==> src/rtl/irlx_pkg.sv <==
package irlx_pkg;
  localparam int N_SRC  = 13;
  localparam int DW     = 16;
  localparam int AW     = 6;
  localparam int LW     = 4;
  localparam int N_SLOT = 4;

  localparam logic [LW-1:0] LVL_IDLE = {LW{1'b1}};

  localparam logic [AW-1:0] ADR_MASK = 6'h00;
  localparam logic [AW-1:0] ADR_PWR  = 6'h30;
  localparam logic [AW-1:0] ADR_VER  = 6'h32;
  localparam logic [AW-1:0] ADR_OUT  = 6'h36;
  localparam logic [DW-1:0] VER_VAL  = 16'h0010;

  // priority numbers of the four shared card interrupt sources, A..D
  localparam int LVL_CARD_A = 9;
  localparam int LVL_CARD_B = 10;
  localparam int LVL_CARD_C = 3;
  localparam int LVL_CARD_D = 0;

  // enable/pending bit position owned by the source of priority lvl
  function automatic int unsigned bit_of(input int unsigned lvl);
    case (lvl)
      0:       return 11;
      1:       return 9;
      2:       return 8;
      3:       return 12;
      4:       return 10;
      5:       return 6;
      6:       return 5;
      7:       return 4;
      8:       return 7;
      9:       return 14;
      10:      return 13;
      11:      return 0;
      default: return 15;
    endcase
  endfunction
endpackage

==> src/rtl/irlx_regs.sv <==
module irlx_regs
  import irlx_pkg::*;
(
  input  logic          clk,
  input  logic          rst_n,
  input  logic          bus_vld,
  input  logic          bus_we,
  input  logic [AW-1:0] bus_addr,
  input  logic [DW-1:0] bus_wdata,
  output logic [DW-1:0] bus_rdata,
  output logic [DW-1:0] mask_o,
  output logic [DW-1:0] pwr_o,
  output logic [DW-1:0] oport_o
);
  logic [DW-1:0] mask_q, pwr_q, oport_q, rd_q;
  logic [DW-1:0] rd_d;
  logic          wr_en, rd_en;
  logic          mask_en, pwr_en, oport_en;

  assign wr_en = bus_vld & bus_we;
  assign rd_en = bus_vld & ~bus_we;

  // write enables per register; other offsets, including 0x32, fall through
  always_comb begin
    mask_en  = wr_en && (bus_addr == ADR_MASK);
    pwr_en   = wr_en && (bus_addr == ADR_PWR);
    oport_en = wr_en && (bus_addr == ADR_OUT);
  end

  // read decode
  always_comb begin
    case (bus_addr)
      ADR_MASK: rd_d = mask_q;
      ADR_PWR:  rd_d = pwr_q;
      ADR_VER:  rd_d = VER_VAL;
      ADR_OUT:  rd_d = oport_q;
      default:  rd_d = '0;
    endcase
  end

  always_ff @(posedge clk or negedge rst_n) begin
    if (!rst_n) begin
      mask_q  <= '0;
      pwr_q   <= '0;
      oport_q <= '0;
      rd_q    <= '0;
    end else begin
      if (mask_en)  mask_q  <= bus_wdata;
      if (pwr_en)   pwr_q   <= bus_wdata;
      if (oport_en) oport_q <= bus_wdata;
      if (rd_en)    rd_q    <= rd_d;
    end
  end

  assign bus_rdata = rd_q;
  assign mask_o    = mask_q;
  assign pwr_o     = pwr_q;
  assign oport_o   = oport_q;
endmodule

==> src/rtl/irlx_pending.sv <==
module irlx_pending
  import irlx_pkg::*;
(
  input  logic             clk,
  input  logic             rst_n,
  input  logic [N_SRC-1:0] lines_i,
  output logic [DW-1:0]    pend_o
);
  logic [DW-1:0] pend_d, pend_q;

  // scatter each priority-ordered line to its own bit of the word
  always_comb begin
    pend_d = '0;
    for (int k = 0; k < N_SRC; k++) begin
      pend_d[bit_of(k)] = lines_i[k];
    end
  end

  always_ff @(posedge clk or negedge rst_n) begin
    if (!rst_n) pend_q <= '0;
    else        pend_q <= pend_d;
  end

  assign pend_o = pend_q;
endmodule

==> src/rtl/irlx_encoder.sv <==
module irlx_encoder
  import irlx_pkg::*;
(
  input  logic          clk,
  input  logic          rst_n,
  input  logic [DW-1:0] pend_i,
  input  logic [DW-1:0] mask_i,
  output logic [LW-1:0] irl_o
);
  logic [DW-1:0] hit;
  logic [LW-1:0] sel, irl_d, irl_q;

  assign hit = pend_i & mask_i;

  // walk from the weakest source down so the smallest priority wins
  always_comb begin
    sel = LVL_IDLE;
    for (int k = N_SRC - 1; k >= 0; k--) begin
      if (hit[bit_of(k)]) sel = LW'(k);
    end
    irl_d = sel ^ LVL_IDLE;
  end

  always_ff @(posedge clk or negedge rst_n) begin
    if (!rst_n) irl_q <= '0;
    else        irl_q <= irl_d;
  end

  assign irl_o = irl_q;
endmodule

==> src/rtl/irlx_slot_route.sv <==
module irlx_slot_route
  import irlx_pkg::*;
(
  input  logic [N_SLOT-1:0] slot_i,
  output logic [3:0]        card_o   // A, B, C, D
);
  // slot s lands on shared line s mod 4; several slots may share one
  always_comb begin
    card_o = '0;
    for (int s = 0; s < N_SLOT; s++) begin
      card_o[s % 4] = card_o[s % 4] | slot_i[s];
    end
  end
endmodule

==> src/rtl/irlx_top.sv <==
module irlx_top
  import irlx_pkg::*;
(
  input  logic             clk,
  input  logic             rst_n,
  input  logic [N_SRC-1:0] periph_irq_i,
  input  logic [N_SLOT-1:0] slot_irq_i,
  input  logic             bus_vld,
  input  logic             bus_we,
  input  logic [AW-1:0]    bus_addr,
  input  logic [DW-1:0]    bus_wdata,
  output logic [DW-1:0]    bus_rdata,
  output logic [DW-1:0]    pwr_o,
  output logic [DW-1:0]    oport_o,
  output logic [LW-1:0]    irl_o
);
  // reset asserts at once and releases on the clock
  logic [1:0] rst_sq;
  logic       rst_sync_n;
  always_ff @(posedge clk or negedge rst_n) begin
    if (!rst_n) rst_sq <= '0;
    else        rst_sq <= {rst_sq[0], 1'b1};
  end
  assign rst_sync_n = rst_sq[1];

  logic [3:0]       card;
  logic [N_SRC-1:0] src_lines;
  logic [DW-1:0]    pend_q, mask_q;

  irlx_slot_route u_route (
    .slot_i (slot_irq_i),
    .card_o (card)
  );

  always_comb begin
    src_lines = periph_irq_i;
    src_lines[LVL_CARD_A] = periph_irq_i[LVL_CARD_A] | card[0];
    src_lines[LVL_CARD_B] = periph_irq_i[LVL_CARD_B] | card[1];
    src_lines[LVL_CARD_C] = periph_irq_i[LVL_CARD_C] | card[2];
    src_lines[LVL_CARD_D] = periph_irq_i[LVL_CARD_D] | card[3];
  end

  irlx_regs u_regs (
    .clk       (clk),
    .rst_n     (rst_sync_n),
    .bus_vld   (bus_vld),
    .bus_we    (bus_we),
    .bus_addr  (bus_addr),
    .bus_wdata (bus_wdata),
    .bus_rdata (bus_rdata),
    .mask_o    (mask_q),
    .pwr_o     (pwr_o),
    .oport_o   (oport_o)
  );

  irlx_pending u_pend (
    .clk     (clk),
    .rst_n   (rst_sync_n),
    .lines_i (src_lines),
    .pend_o  (pend_q)
  );

  irlx_encoder u_enc (
    .clk    (clk),
    .rst_n  (rst_sync_n),
    .pend_i (pend_q),
    .mask_i (mask_q),
    .irl_o  (irl_o)
  );
endmodule

==> config.mk <==
export PLATFORM = sky130hd
export DESIGN_NAME = irlx_top
export DESIGN_NICKNAME = d
export VERILOG_FILES = /design/src/rtl/irlx_pkg.sv /design/src/rtl/irlx_regs.sv /design/src/rtl/irlx_pending.sv /design/src/rtl/irlx_encoder.sv /design/src/rtl/irlx_slot_route.sv /design/src/rtl/irlx_top.sv
export SDC_FILE = /design/constraint.sdc
export NUM_CORES = 1
export LEC_CHECK = 0
export ABC_AREA = 1
export BUFFER_PORTS_ARGS = -buffer_cell sky130_fd_sc_hd__buf_2
export CAP_MARGIN = 20
export CORE_UTILIZATION = 45
export CTS_CLUSTER_DIAMETER = 30
export DETAILED_ROUTE_END_ITERATION = 16
export HOLD_SLACK_MARGIN = 0.05
export PLACE_DENSITY = 0.7
export SETUP_SLACK_MARGIN = 0.15
export SLEW_MARGIN = 20
export SYNTH_ARGS = -nofsm -noshare
export SYNTH_HDL_FRONTEND = slang
export SYNTH_SLANG_ARGS = --single-unit
==> constraint.sdc <==
create_clock -name clk -period 3.03 [get_ports clk]
set_input_delay 0.4545 -clock clk [delete_from_list [all_inputs] [get_ports clk]]
set_output_delay 0.4545 -clock clk [all_outputs]
set_load 0.005 [all_outputs]
Word-level counts from Yosys, hierarchy flattened --
Cells that the tools add are included.
Word-level totals: flip-flop bits (word level) 83, output and inout port bits 52, logic and storage cells 37
Operators by class: eq/ne operators 3, mux-type cells 14, bitwise gates (word level) 9, reduce and logical (&&, ||, !) cells 4
Operator list (number):
- 16-bit one-hot mux with 4 select lines | 1
- 4-bit two-way mux | 12
- 6-bit equality test (second input constant) | 3
- 16-bit bitwise AND | 1
- 6-bit zero test | 1
- 4-bit NOT | 1
- 1-bit bitwise OR | 4
- 1-bit logical AND | 3
- 1-bit bitwise AND | 2
- 2-bit two-way mux | 1
- 1-bit NOT | 1

Logic depth before layout (Yosys ltp) --
depth in word-level cells 15, mapped depth 14, depth with buffers taken out 14

Hierarchy --
A second synthesis with hierarchy kept.
Unflattened totals: cell total of the unflattened synthesis 427, area, all modules 3697.3 µm²
By module, submodules not included:
- irlx_regs | times used 1, cells each 346, area an instance 2934.1 µm², seq. area each 1601.5 µm²
- irlx_pending | times used 1, cells each 17, area an instance 351.6 µm², seq. area each 325.3 µm²
- irlx_encoder | times used 1, cells each 45, area an instance 282.8 µm², seq. area each 100.1 µm²
- irlx_top | times used 1, cells each 15, area an instance 98.8 µm², seq. area each 50.0 µm²
- irlx_slot_route | times used 1, cells each 4, area an instance 30.0 µm², seq. area each 0.0 µm²

Worst setup path after synthesis --
No wires, ideal clock.
path type input to register, from in bus_addr[2], to reg u_regs.pwr_q[1] (netlist: u_regs.pwr_o[1]), arrival 1215 ps, data required time 2903 ps, setup slack 1688 ps, stages 8, path through buf_6 nor2_2 nand4_1 inv_2 nand2_2 buf_2 nand2_1 o21ai_0
Between the ends: word-level cells in the longest chain between the ends 2
Ends and longest elaborated chain:
- start: declaration | line irlx_top.sv:10 | input logic [AW-1:0] bus_addr,
- 6-bit equality test | line irlx_regs.sv:26 | pwr_en = wr_en && (bus_addr == ADR_PWR);
- 1-bit logical AND | line irlx_regs.sv:26
- end signal: assignment | line irlx_regs.sv:49 | if (pwr_en) pwr_q <= bus_wdata;
- end: declaration | line irlx_regs.sv:15 | logic [DW-1:0] mask_q, pwr_q, oport_q, rd_q;
Every way passes these cells. A chain may end at the register's enable or synchronous reset.

Worst setup path in the final report --
from in bus_addr[2], to reg u_regs.pwr_q[15] (netlist: u_regs.pwr_o[15])
The elaborated chain is that of the path after synthesis.

==> impl_metrics.ini <==
[route]
firstDrtPassIters = 4
routed_wirelength_mm = 7.84
vias_per_cell = 4.89
wl_per_cell_um = 13.5
route.vias.total = 2840
drt-initial-drc-count = 216
route.detailed.drc = 0
ant_nets = 0

[global_routing]
grt_overflow = 0
grt_antenna_before_repair = 0
grt_pass1_wl_mm = 13.1
grt_use_total_pct = 20.6
grt_pass1_vias = 2757
grt_max_degree = 82

[final_layout]
syn_to_final_growth_pct = 20.0
fin_cells = 581
antennaDiodeCount = 0
final_net_count = 521
final_area_mm2 = 0.00420
drive_above_1_share_pct = 29.5

[floorplanning]
die_h_um = 90.1
core-area_mm2 = 0.00737
dieArea_mm2 = 0.00813
dieWidth_um = 90.1
start_util_pct = 47.4
top_level_ports = 95
rows = 31

[setup_path]
crit_required_ps = 3230
cp_max_fo = 32
endpoint_kind = flop
cp-start-kind = input port
path_class = input port to flop
cp.arrival_ps = 1930

[run]
maxCapViolations = 0

[sta]
hold_viol_final = 0
setup_viol = 0
finalSetupTns_ps = 0
fin_crit_sh_pct = 57.3
skew_ps = 6.68
max_freq_mhz = 576
timing.final.max_slew_violations = 0
rsz0062_at_grt = no
maxSlewHeadroom_pct = 61.9
tightest_slew_ps = 569
finalWorstPathRequiredPeriod_ps = 1740

[clock_tree]
cts.path.max_buffers = 2
clock_sinks = 83
clk_root_buffer_cell = clkbuf_8
htreeDepth = 3
clk_latency_ps = 340
cts_buffers = 9
clkTransAtPathRegs_ps = 80
cts_tree = yes

[synthesis]
yosysWarnings = 0
synth_seq_cells = 83
ys_async_sr_fraction_pct = 100
synthTopCellsByCount = 161 x nand2_1, 83 x dfrtp_1, 31 x nand3_1
synth_top_area_share_pct = 59.4
synthTopCellsByArea = dfrtp_1 59%, nand2_1 17%, nand3_1 4.4%
post_synth.cell_area_avg_um2 = 9.06
synth-seq-area-share_pct = 59.4
synthFlopType = dfrtp_1
synthCells = 386
netlist_area_mm2 = 0.00350
synth_edf_count = 0
yosysMostFrequentCell = nand2_1
yosys.cell_types.count = 26
synth_top_cell_by_area = dfrtp_1
syn-num-nets = 429

[placement]
dp_hpwl_mm = 5.48
gp_congestion = 0.804
place_inst = 564
numPortBuffers = 94
placed_area_mm2 = 0.00399

[pwr]
p_leak_uw = 0.00234
ir_drop_v = 0.000249
p_per_area_mw_per_mm2 = 515

[outcome]
status = finished, final reports clean

[min_path]
min_path_type = input port to flop
==> timing repair <==
action / in CTS / in global routing
resized for setup: 0 / 0
hold buffers: 1 / 0
endpoints found under the setup margin: 0 / 0
endpoints found under the hold margin: 2 / 0
setup buffers: 0 / 0
==> metrics by stage <==
step / util (%) / setup WS [ps] / power (uW) / hold slack (ps)
4_1_cts: 56.6 / 1320 / 2170 / 200
3_5_place_dp: 54.1 / 966 / 1490 / 242
5_1_grt: 56.9 / 1090 / 2280 / 190
3_3_place_gp: 54.1 / 1070 / 1490 / 241
6_report: 56.9 / 1290 / 2160 / 213
2_1_floorplan: - / 547 / 1380 / 159
==> flip-flops by register name, summed over array words and instances (netlist names) <==
| name | flops |
|---|---|
| u_regs.pwr_o | 16 |
| u_enc.irl_o | 4 |
| u_regs.bus_rdata | 16 |
| u_regs.oport_o | 16 |
| u_pend.pend_o | 13 |
| rst_sq | 2 |
| u_regs.mask_o | 16 |
==> where the power goes <==
part           total (uW)  leakage (uW)  internal [uW]  switching [uW]
clock network         684     0.0000839            311             373
logic                 231       0.00116            104             127
registers            1250       0.00110           1190            60.9
total                2160       0.00234           1600             560
==> worst max-delay path, stage by stage <==
cell	delay [ps]
buf_2	230
nor2_2	150
nand4_1	120
inv_2	280
nand2_2	420
nand2_1	170
o21ai_0	90
==> layout make-up <==
cell class / instances / area, um^2
Fill cell: 721 / 3170
Sequential cell: 83 / 2080
Multi-Input combinational cell: 264 / 1220
Timing Repair Buffer: 97 / 515
Clock buffer: 10 / 138
Tap cell: 99 / 124
Inverter: 23 / 86.3
Clock inverter: 5 / 30.0
==> layout by cell type (no fill, tap or decap) <==
cell type / n
o21ai_1: 4
nor2_2: 2
a21oi_1: 1
o21ai_0: 30
nand4_1: 1
a22oi_1: 1
inv_1: 21
nand3_2: 1
nor2_1: 4
nand2_1: 161
nand3_1: 31
dlygate4sd3_1: 1
buf_16: 1
o21bai_1: 1
nand2_2: 2
a31oi_1: 1
dfrtp_4: 1
nand3_4: 1
clkbuf_8: 10
conb_1: 1
nor3_4: 1
buf_4: 1
o21ai_2: 16
clkinv_2: 3
or2_2: 5
inv_2: 2
buf_2: 94
clkinvlp_4: 2
dfrtp_1: 82
==> final timing paths <==
path | from | end | cells after the start | slack [ps]
worst min-delay path | periph_irq_i[4] | u_pend.pend_o[10]$_DFF_PN0_ | 1 | 210
worst max-delay path | bus_addr[2] | u_regs.pwr_o[15]$_DFFE_PN0P_ | 7 | 1290
worst min register to register | rst_sq[1]$_DFF_PN0_ | u_regs.mask_o[4]$_DFFE_PN0P_ | 0 | 220
min in group asynchronous | rst_sq[1]$_DFF_PN0_ | u_regs.mask_o[4]$_DFFE_PN0P_ | 0 | 220
worst max register to register | u_regs.mask_o[15]$_DFFE_PN0P_ | u_enc.irl_o[1]$_DFF_PN0_ | 7 | 1770
max in group asynchronous | rst_sq[1]$_DFF_PN0_ | u_pend.pend_o[5]$_DFF_PN0_ | 1 | 2240
==> cells by family after synthesis <==
| logic type | share of synthesized area (%) |
|---|---|
| compound gates | 9.63 |
| buf+inv | 5.65 |
| flops | 59.4 |
| other cells | 0.107 |
| simple gates | 25.2 |
==> per-layer routing <==
metal  GRT usage, %  part of all wire, %  vias to the layer above  wire, um
li1               -                    -                     1412         -
met1           26.9                   43                     1334      3370
met5              0                    0                        -         0
met2           34.5                   50                       85      3940
met4           7.39                  1.4                        0       112
met3           3.64                  5.2                        9       407
Power figures use the tool's default switching activity.
